[src/rtl/pmc_pkg.sv]
package pmc_pkg;
    localparam int CTRL_W  = 4;
    localparam int IDL_BIT = 0;
    localparam int PD_BIT  = 1;

    typedef struct packed {
        logic [1:0] gf;
        logic       pd;
        logic       idl;
    } pcon_t;
endpackage

[src/rtl/pmc_rst_qual.sv]
module pmc_rst_qual #(
    parameter int LEN = 24
) (
    input  logic clk,
    input  logic rst_n,
    input  logic pin,
    input  logic wdt,
    output logic hit_next,
    output logic sys_rst
);
    localparam int W = $clog2(LEN + 1);
    localparam logic [W-1:0] LIM = W'(LEN);

    typedef struct packed {
        logic [W-1:0] cnt;
        logic         wdt;
    } st_t;

    st_t st_d, st_q;

    always_comb begin
        st_d = st_q;
        if (pin) begin
            if (st_q.cnt != LIM) st_d.cnt = st_q.cnt + 1'b1;
        end else begin
            st_d.cnt = '0;
        end
        st_d.wdt = wdt;
        hit_next = (st_d.cnt == LIM) | wdt;
    end

    always_ff @(posedge clk or negedge rst_n) begin
        if (!rst_n) st_q <= '0;
        else        st_q <= st_d;
    end

    assign sys_rst = (st_q.cnt == LIM) | st_q.wdt;
endmodule

[src/rtl/pmc_pin_mux.sv]
module pmc_pin_mux #(
    parameter int P2_W = 8
) (
    input  logic            idl,
    input  logic            pd,
    input  logic            ext_mem,
    input  logic            cpu_ale,
    input  logic            cpu_psen,
    input  logic [P2_W-1:0] p2_reg,
    input  logic [P2_W-1:0] p2_addr,
    output logic            ale_o,
    output logic            psen_o,
    output logic            p0_float,
    output logic [P2_W-1:0] p2_out
);
    logic low_pwr;
    logic show_addr;

    always_comb begin
        low_pwr   = idl | pd;
        show_addr = ext_mem & ~pd;
        if (low_pwr) begin
            ale_o  = idl;
            psen_o = idl;
        end else begin
            ale_o  = cpu_ale;
            psen_o = cpu_psen;
        end
        p0_float = low_pwr & ext_mem;
        p2_out   = show_addr ? p2_addr : p2_reg;
    end
endmodule

[src/rtl/pmc_core.sv]
module pmc_core #(
    parameter int RST_LEN = 24,
    parameter int P2_W    = 8
) (
    input  logic                       clk,
    input  logic                       rst_n,
    input  logic                       reg_wr,
    input  logic [pmc_pkg::CTRL_W-1:0] reg_wdata,
    input  logic                       irq_any,
    input  logic                       ext_int0,
    input  logic                       ext_int1,
    input  logic                       wdt_rst,
    input  logic                       rst_pin,
    input  logic                       ext_mem,
    input  logic                       cpu_ale,
    input  logic                       cpu_psen,
    input  logic [P2_W-1:0]            p2_reg,
    input  logic [P2_W-1:0]            p2_addr,
    output logic [pmc_pkg::CTRL_W-1:0] ctrl_rd,
    output logic                       sys_rst,
    output logic                       cpu_clk_en,
    output logic                       osc_en,
    output logic                       ale_o,
    output logic                       psen_o,
    output logic                       p0_float,
    output logic [P2_W-1:0]            p2_out
);
    import pmc_pkg::*;

    pcon_t ctl_d, ctl_q;
    logic  rst_hit;
    logic  ext_wake;

    pmc_rst_qual #(.LEN(RST_LEN)) u_qual (
        .clk      (clk),
        .rst_n    (rst_n),
        .pin      (rst_pin),
        .wdt      (wdt_rst),
        .hit_next (rst_hit),
        .sys_rst  (sys_rst)
    );

    always_comb begin
        ctl_d    = ctl_q;
        ext_wake = ext_int0 | ext_int1;
        if (rst_hit) begin
            ctl_d = '0;
        end else begin
            if (reg_wr && !ctl_q.idl && !ctl_q.pd) begin
                ctl_d.gf = reg_wdata[3:2];
                if (reg_wdata[PD_BIT])       ctl_d.pd  = 1'b1;
                else if (reg_wdata[IDL_BIT]) ctl_d.idl = 1'b1;
            end
            if (ctl_q.idl && irq_any) ctl_d.idl = 1'b0;
            if (ctl_q.pd && ext_wake) ctl_d.pd  = 1'b0;
        end
    end

    always_ff @(posedge clk or negedge rst_n) begin
        if (!rst_n) ctl_q <= '0;
        else        ctl_q <= ctl_d;
    end

    assign ctrl_rd    = ctl_q;
    assign cpu_clk_en = ~(ctl_q.idl | ctl_q.pd);
    assign osc_en     = ~ctl_q.pd | ext_int0 | ext_int1 | rst_pin;

    pmc_pin_mux #(.P2_W(P2_W)) u_pins (
        .idl      (ctl_q.idl),
        .pd       (ctl_q.pd),
        .ext_mem  (ext_mem),
        .cpu_ale  (cpu_ale),
        .cpu_psen (cpu_psen),
        .p2_reg   (p2_reg),
        .p2_addr  (p2_addr),
        .ale_o    (ale_o),
        .psen_o   (psen_o),
        .p0_float (p0_float),
        .p2_out   (p2_out)
    );
endmodule

[config.mk]
export PLATFORM = sky130hd
export DESIGN_NAME = pmc_core
export DESIGN_NICKNAME = d
export VERILOG_FILES = /design/src/rtl/pmc_pkg.sv /design/src/rtl/pmc_rst_qual.sv /design/src/rtl/pmc_pin_mux.sv /design/src/rtl/pmc_core.sv
export SDC_FILE = /design/constraint.sdc
export NUM_CORES = 1
export LEC_CHECK = 0
export BUFFER_PORTS_ARGS = -buffer_cell sky130_fd_sc_hd__buf_2
export CORE_AREA = 2 2 47 49
export CTS_CLUSTER_DIAMETER = 80
export DETAILED_ROUTE_END_ITERATION = 10
export DIE_AREA = 0 0 49 51
export GPL_TIMING_DRIVEN = 1
export PLACE_DENSITY = 0.84
export SLEW_MARGIN = 5
export SYNTH_ARGS = -nofsm -noshare
export SYNTH_HDL_FRONTEND = slang
export SYNTH_HIERARCHICAL = 1
export SYNTH_SLANG_ARGS = --single-unit
[constraint.sdc]
create_clock -name clk -period 2.8 [get_ports clk]
set_clock_uncertainty 0.2 [all_clocks]
set_input_delay 0.42 -clock clk [delete_from_list [all_inputs] [get_ports clk]]
set_output_delay 0.42 -clock clk [all_outputs]
set_load 0.02 [all_outputs]
==> out/qor.txt, run 1 <==
syn nets = 100
IO Pins = 49
minimum clock period after layout = 2210 ps
critical path endpoint category = primary output
DRT Pass-1 Iters = 2
total power divided by cell area = 364 nW/µm²
final setup fails = 0
largest net degree at the start of global routing = 11
Synth area leaders = dfrtp_1 (33%), mux2_4 (16%), nand2b_1 (4.1%)
maximum fanout along the worst path = 7
DP Cell Count = 142
Fin Hold WS = 85.4 ps
Final Hold Vio Count = 0
routed vias = 693
FF+latch area = 250 µm²
initial drt markers = 3
# clock sinks = 10
Detail Route Antenna Nets = 0
Final Slew Violations = 0
CTS Buf Count = 3
#FFs+latches synth = 10
period utilisation layout = 78.8%
share of cells above drive strength 1 = 55.1%
library cells used by synthesis = 32
Clk pin slew, worst setup/hold paths = 60 ps
die width = 49 µm
Post-synth EDFFs = 0
synthesized area = 761 µm²
Layout Nets = 153
worst skew pair latency = 270 ps
critical path startpoint category = flip-flop
Crit path largest cell delay = 430 ps
sequential element share of the synthesized area = 32.9%
total chip power = 385 µW
Fmax achieved = 453 MHz
global-route wire length before repair = 2750 µm
actual slew at the worst max-slew pin = 301 ps
Max-slew headroom = 79.8%
core area = 2060 µm²
DIE AREA = 2500 µm²
Crit Path Class = flip-flop to primary output
CP Cell Sequence = inv_1 -> ha_1 -> nand4b_4 -> or2b_1 -> buf_2
cell leakage power = 0.000586 µW
setup TNS = 0 ps
run status = finished clean
Non-Filler Instances = 146
ant diodes = 0
Worst EP arrival = 1590 ps
DP HPWL = 1400 µm
Req. time, crit path = 2180 ps
Layout area overhead = 39.0%
YS warnings = 6
critical path's slowest cell = dfrtp_1
Clock Tree Buf Depth = 2
Worst VDD drop = 0.000327 V
Placed Area = 1020 µm²
ys flop type = dfrtp_1
post-synthesis async set-or-reset flop share = 100%
routability congestion estimate = 0.798
Starting Density = 36.9%
CTS root buf = clkbuf_4
num rows = 17
Yosys top cell by area = dfrtp_1
RSZ-0062 raised after global routing = false
fin area = 1060 µm²
Routed WL = 1690 µm
Synth top area share = 32.9%
Multi-input gate area = 488 µm²
commonest cells in the netlist = dfrtp_1 (10), mux2_4 (8), nand2b_1 (5)
max-cap violation count = 0
post-CTS sizing = 0
H-tree depth = 1
remaining routing DRC violations = 0
Port-buffer cells = 48
initial antenna violation count = 0
Fill cells = 182
count leader, synth = dfrtp_1
number of global-route vias before repair = 647
DR WL/cell = 11.6 µm
WHS Path Cells = 1
GRT Resource Usage Total = 14.4%
CTS tree = done
GRT overflow = 0
height of the die = 51 µm
synthesized instance count = 67
syn avg cell area = 11.4 µm²
depth of the worst register-to-register path = 8
worst hold path type = primary input to flip-flop
vias per cell = 4.75
==> flip-flops by register name (all words and copies together), names as in the netlist <==
name         cells
ctrl_rd          4
u_qual/st_q      6
==> per-stage QoR <==
stage	util (%)	setup slack [ps]
after CTS	51.2	586
after global placement	49.7	774
after floorplan	-	829
final	51.2	593
after global routing	51.2	506
after detailed placement	49.7	707
==> worst paths after layout <==
kind                                start             end  slack, ps
setup / recovery           u_qual/st_q[1]         sys_rst        590
hold / removal                    wdt_rst  u_qual/st_q[0]         90
setup reg to reg           u_qual/st_q[1]      ctrl_rd[0]        690
hold reg to reg                ctrl_rd[3]      ctrl_rd[3]        350
max in group asynchronous           rst_n      ctrl_rd[0]       1860
min in group asynchronous           rst_n  u_qual/st_q[2]        340
==> area by class of cell <==
type                    count  area share (%)
clock buffers               3            2.13
multi-input cells          53            46.2
flip-flops and latches     10            23.7
inverters                   3            1.07
repair buffers             49            23.7
well taps                  28            3.31
==> report_power, final <==
group | switching (µW) | internal, µW
Combinational | 62.1 | 65.3
Sequential | 9.12 | 152
Clock | 47.1 | 49.6
==> routing by layer <==
| metal | GRT usage (%) | part of all wire (%) | vias to the layer above | wire, µm |
|---|---|---|---|---|
| met5 | 0 | 0 | - | 0 |
| met4 | 7.14 | 1.8 | 0 | 30 |
| met3 | 7.02 | 12 | 5 | 205 |
| met2 | 25.3 | 47 | 43 | 794 |
| met1 | 14.3 | 39 | 302 | 663 |
| li1 | - | - | 343 | - |
==> worst max-delay path: cells and delay by family (launching register included) <==
| family | cells | cell delay, ps |
|---|---|---|
| simple gates | 2 | 380 |
| buf+inv | 2 | 260 |
| flops | 1 | 430 |
| fa+ha+maj | 1 | 250 |
==> cell usage in the layout, fill, tap and decap left out, drive strengths merged, types with 2 or more instances in the layout <==
| master | instances |
|---|---|
| nor2 | 2 |
| nor2b | 2 |
| mux2 | 8 |
| mux2i | 3 |
| nor3b | 2 |
| xnor2 | 3 |
| dfrtp | 10 |
| buf | 48 |
| inv | 3 |
| and2 | 3 |
| ha | 2 |
| a21oi | 2 |
| a21o | 3 |
| nand2b | 6 |
| nand3 | 2 |
| clkbuf | 3 |
==> timing repair <==
| action | in CTS | in global routing |
|---|---|---|
| endpoints found under the setup margin | 0 | 0 |
| buffers inserted | 0 | 0 |
| hold endpoints to repair | 10 | 0 |
| hold buffers | 1 | 0 |
==> kinds of logic after synthesis <==
kind of cell               count (synthesis)  share of synthesized area [%]
and+or+nand+nor                           26                           26.6
muxes                                     11                           19.7
AOI/OAI and AO/OA                         10                           9.87
DFF                                       10                           32.9
xor gates and xnor gates                   4                           4.61
buffers and inverters                      4                           2.96
adders and majority gates                  2                           3.29
Note: power is estimated with default switching activity, not from simulation.
==> inputs of run 2 (changes only) <==
--- a/config.mk
+++ b/config.mk
@@ -6,12 +6,12 @@
 export NUM_CORES = 1
 export LEC_CHECK = 0
 export BUFFER_PORTS_ARGS = -buffer_cell sky130_fd_sc_hd__buf_2
-export CORE_AREA = 2 2 47 49
+export CORE_AREA = 2 2 49 51
 export CTS_CLUSTER_DIAMETER = 80
 export DETAILED_ROUTE_END_ITERATION = 10
-export DIE_AREA = 0 0 49 51
+export DIE_AREA = 0 0 51 53
 export GPL_TIMING_DRIVEN = 1
-export PLACE_DENSITY = 0.84
+export PLACE_DENSITY = 0.81
 export SLEW_MARGIN = 5
 export SYNTH_ARGS = -nofsm -noshare
 export SYNTH_HDL_FRONTEND = slang
==> constraint.sdc (replaced) <==
create_clock -name clk -period 1.8 [get_ports clk]
set_clock_uncertainty 0.2 [all_clocks]
set_input_delay 0.27 -clock clk [delete_from_list [all_inputs] [get_ports clk]]
set_output_delay 0.27 -clock clk [all_outputs]
set_load 0.02 [all_outputs]
==> out/qor.txt, run 2 (same netlist as run 1, synthesis figures left out) <==
DP HPWL = 1570 µm
most common cell after layout, fill and taps aside = buf_2
largest net degree at the start of global routing = 11
total power divided by cell area = 529 nW/µm²
Worst EP arrival = 1930 ps
failing checks = negative setup slack
Fmax achieved = 517 MHz
Layout Nets = 165
Layout area overhead = 67.1%
# clock sinks = 10
Crit. Startpoint = u_qual/st_q[1]
Crit path largest cell delay = 450 ps
worst hold path type = primary input to flip-flop
height of the die = 53 µm
initial drt markers = 8
Worst VDD drop = 0.000404 V
Routed WL = 2050 µm
Starting Density = 35.4%
GRT overflow = 0
Final WS setup = -135 ps
GRT Resource Usage Total = 15.6%
remaining routing DRC violations = 0
Final Hold Vio Count = 0
Port-buffer cells = 48
Final Slew Violations = 0
Req. time, crit path = 1800 ps
final setup fails = 6
initial antenna violation count = 0
vias per cell = 4.64
Reg2Reg Launch Point = u_qual/st_q[1]
cell leakage power = 0.000673 µW
post-layout util = 59.2%
WHS Path Cells = 3
number of global-route vias before repair = 701
Clk pin slew, worst setup/hold paths = 60 ps
DR WL/cell = 12.9 µm
CP Buf/Inv Count = 1
depth of the worst register-to-register path = 8
CTS Buf Count = 3
Placed Area = 1120 µm²
CTS root buf = clkbuf_4
Max-slew headroom = 80.8%
most frequent cells in the layout = buf_2 (38), buf_4 (11), buf_6 (10)
Detail Route Antenna Nets = 0
run status = finished with violations
CP Cell Sequence = inv_2 -> ha_4 -> nand4b_4 -> nand3b_4 -> o31ai_2 -> a41o_2 -> nor4b_2 -> a21o_1
DRT Pass-1 Iters = 4
share of cells above drive strength 1 = 66.4%
max reg flops = 6
critical path startpoint category = flip-flop
fin area = 1270 µm²
actual slew at the worst max-slew pin = 288 ps
routability congestion estimate = 0.840
maximum fanout along the worst path = 7
global-route wire length before repair = 3030 µm
num rows = 17
IO Pins = 49
min-delay src = reg_wdata[2]
minimum clock period after layout = 1940 ps
die width = 51 µm
Clock Tree Buf Depth = 2
critical path's slowest cell = dfrtp_2
max-cap violation count = 0
RSZ-0062 raised after global routing = true
Top reg by flops = u_qual/st_q
Crit Path Class = flip-flop to flip-flop
period utilisation layout = 108%
H-tree depth = 1
CP Depth = 8
crit-path leading delay family = compound AO/OA/AOI/OAI gates
CTS tree = done
core area = 2150 µm²
routed vias = 738
critical path endpoint category = flip-flop
DIE AREA = 2700 µm²
ant diodes = 0
worst skew pair latency = 260 ps
==> run 2: worst paths after layout <==
check | slack [ps] | to
worst max-delay path | -140 | ctrl_rd[0]
worst min-delay path | 80 | ctrl_rd[2]
worst max register to register | -140 | ctrl_rd[0]
worst min register to register | 350 | ctrl_rd[3]
max in group asynchronous | 1000 | u_qual/st_q[2]
min in group asynchronous | 190 | u_qual/st_q[3]
==> run 2: stage by stage <==
step / total power [µW] / hold WS, ps / cells / setup WS [ps] / TNS (ps)
global placement: 474 / -59.0 / 150 / -32.2 / -75.3
global route: 712 / 78.2 / 159 / -220 / -1270
CTS: 652 / 74.5 / 156 / -143 / -1130
detailed placement: 483 / -59.5 / 150 / -99.6 / -284
floorplan: 392 / -226 / 67 / -33.3 / -33.3
finish: 672 / 79.8 / 159 / -135 / -522
==> run 2: tightest hold or removal path, stage by stage <==
cell and delay (ps):
buf_2 100, nand2b_1 50, mux2i_1 70
==> run 2: where the power goes <==
group	internal [µW]	switching (µW)	total, µW
Combinational	150	116	266
Sequential	237	13.3	250
Clock	85.4	70.1	156
Total	472	200	672
==> run 2: layout make-up <==
type / count / area, µm²
clock buffers: 4 / 26.3
fillers: 184 / 877
inverters: 3 / 11.3
multi-input cells: 53 / 541
flip-flops and latches: 10 / 253
well taps: 28 / 35.0
repair buffers: 61 / 405
==> run 2: layer usage <==
| layer | part of all wire [%] | GRT usage (%) |
|---|---|---|
| met1 | 38 | 15.4 |
| met2 | 53 | 30.5 |
| met3 | 8.7 | 4.52 |
| met4 | 0.59 | 5.41 |
| met5 | 0 | 0 |
==> run 2: what timing repair did <==
item | in CTS | in global routing
hold buffers | 2 | 0
resized for setup | 5 | 21
buffers inserted | 0 | 3
hold endpoints to repair | 11 | 0
endpoints found under the setup margin | 14 | 14
pin swaps | 1 | 1
==> inputs of run 3 (changes only) <==
--- a/config.mk
+++ b/config.mk
@@ -6,12 +6,12 @@
 export NUM_CORES = 1
 export LEC_CHECK = 0
 export BUFFER_PORTS_ARGS = -buffer_cell sky130_fd_sc_hd__buf_2
-export CORE_AREA = 2 2 49 51
+export CORE_AREA = 2 2 47 49
 export CTS_CLUSTER_DIAMETER = 80
 export DETAILED_ROUTE_END_ITERATION = 10
-export DIE_AREA = 0 0 51 53
+export DIE_AREA = 0 0 49 51
 export GPL_TIMING_DRIVEN = 1
-export PLACE_DENSITY = 0.81
+export PLACE_DENSITY = 0.84
 export SLEW_MARGIN = 5
 export SYNTH_ARGS = -nofsm -noshare
 export SYNTH_HDL_FRONTEND = slang
==> constraint.sdc (replaced) <==
create_clock -name clk -period 2.1 [get_ports clk]
set_clock_uncertainty 0.2 [all_clocks]
set_input_delay 0.315 -clock clk [delete_from_list [all_inputs] [get_ports clk]]
set_output_delay 0.315 -clock clk [all_outputs]
set_load 0.02 [all_outputs]
==> out/qor.txt, run 3 (same netlist as run 1, synthesis figures left out) <==
CTS root buf = clkbuf_4
number of global-route vias before repair = 688
Worst VDD drop = 0.000501 V
Routed WL = 1890 µm
Crit Path Class = flip-flop to primary output
DRT Pass-1 Iters = 3
GRT overflow = 0
CTS tree = done
run status = finished clean
Layout area overhead = 47.5%
most common cell after layout, fill and taps aside = buf_2
initial antenna violation count = 0
H-tree depth = 1
Detail Route Antenna Nets = 0
Starting Density = 36.9%
Multi-input gate area = 526 µm²
post-layout util = 54.4%
initial drt markers = 2
Port-buffer cells = 48
die width = 49 µm
DIE AREA = 2500 µm²
max-cap violation count = 0
Fill cells = 184
routability congestion estimate = 0.778
critical path startpoint category = flip-flop
share of cells above drive strength 1 = 62.8%
setup TNS = 0 ps
met2 WL = 984 µm
DR WL/cell = 12.7 µm
max reg flops = 6
Clk pin slew, worst setup/hold paths = 60 ps
actual slew at the worst max-slew pin = 287 ps
period utilisation layout = 94.8%
worst hold path type = primary input to flip-flop
Clock Tree Buf Depth = 2
ant diodes = 0
num rows = 17
global-route wire length before repair = 2960 µm
Top reg by flops = u_qual/st_q
GRT Resource Usage Total = 15.9%
DP HPWL = 1500 µm
routed vias = 726
total power divided by cell area = 478 nW/µm²
Final Hold Vio Count = 0
Layout Nets = 156
# clock sinks = 10
Final Slew Violations = 0
IO Pins = 49
Fmax achieved = 503 MHz
FF+latch area = 253 µm²
Worst EP arrival = 1470 ps
critical path endpoint category = primary output
CTS Buf Count = 3
height of the die = 51 µm
Max-slew headroom = 80.8%
largest net degree at the start of global routing = 11
most frequent cells in the layout = buf_2 (48), dfrtp_1 (8), mux2_4 (8)
core area = 2060 µm²
worst skew pair latency = 260 ps
M1 WL = 734 µm
remaining routing DRC violations = 0
Max Used Layer = met3
total chip power = 536 µW
maximum fanout along the worst path = 7
final setup fails = 0
Fin Hold WS = 118 ps
minimum clock period after layout = 1990 ps
WL met3 = 174 µm
vias per cell = 4.87
Register-to-Register Setup Slack = 130 ps
Req. time, crit path = 1580 ps
cell leakage power = 0.000599 µW
## run 3: power by group
group          internal (µW)  total [µW]  switching [µW]  leakage [µW]
clock network           66.0         128            62.0     0.0000138
registers                203         217            14.1      0.000130
logic                   99.3         191            91.4      0.000455
## run 3: stage by stage
step	setup WS [ps]	cell area [µm²]	instances
2_1_floorplan	129	761	67
3_3_place_gp	126	1030	143
3_5_place_dp	27.9	1030	143
4_1_cts	1.93	1080	149
5_1_grt	-3.09	1120	149
6_report	110	1120	149
## run 3: repair_timing
action / in CTS / in global routing
setup endpoints to repair: 1 / 5
setup buffers: 1 / 0
pin swaps: 0 / 1
gates resized for setup: 0 / 11
hold buffers: 2 / 0
hold endpoints to repair: 11 / 0
## run 3: final timing paths
path | to | from | cells after the start
worst max-delay path | sys_rst | u_qual/st_q[1] | 5
worst min-delay path | ctrl_rd[2] | reg_wdata[2] | 3
worst max register to register | ctrl_rd[0] | u_qual/st_q[1] | 7
worst min register to register | ctrl_rd[2] | ctrl_rd[2] | 2
max in group asynchronous | u_qual/st_q[2] | rst_n | 2
min in group asynchronous | ctrl_rd[1] | rst_n | 2
## run 3: cell type report
| type | count | area share [%] |
|---|---|---|
| Clock buffer | 3 | 2.01 |
| Inverter | 3 | 1.00 |
| Tap cell | 28 | 3.12 |
| Multi-Input combinational cell | 53 | 46.8 |
| Timing Repair Buffer | 52 | 24.5 |
| Sequential cell | 10 | 22.5 |
## run 3: layer usage
| layer | vias to the layer above | GRT usage (%) |
|---|---|---|
| met5 | - | 0 |
| met4 | 0 | 4.29 |
| met3 | 0 | 7.02 |
| met2 | 44 | 29.7 |
| met1 | 332 | 16.1 |
| li1 | 350 | - |
## run 3: worst max-delay path: stages, from the launching register on
cell      delay, ps
dfrtp_1         420
inv_2            90
ha_4            180
nand4b_4        130
or2b_1          230
buf_2           150
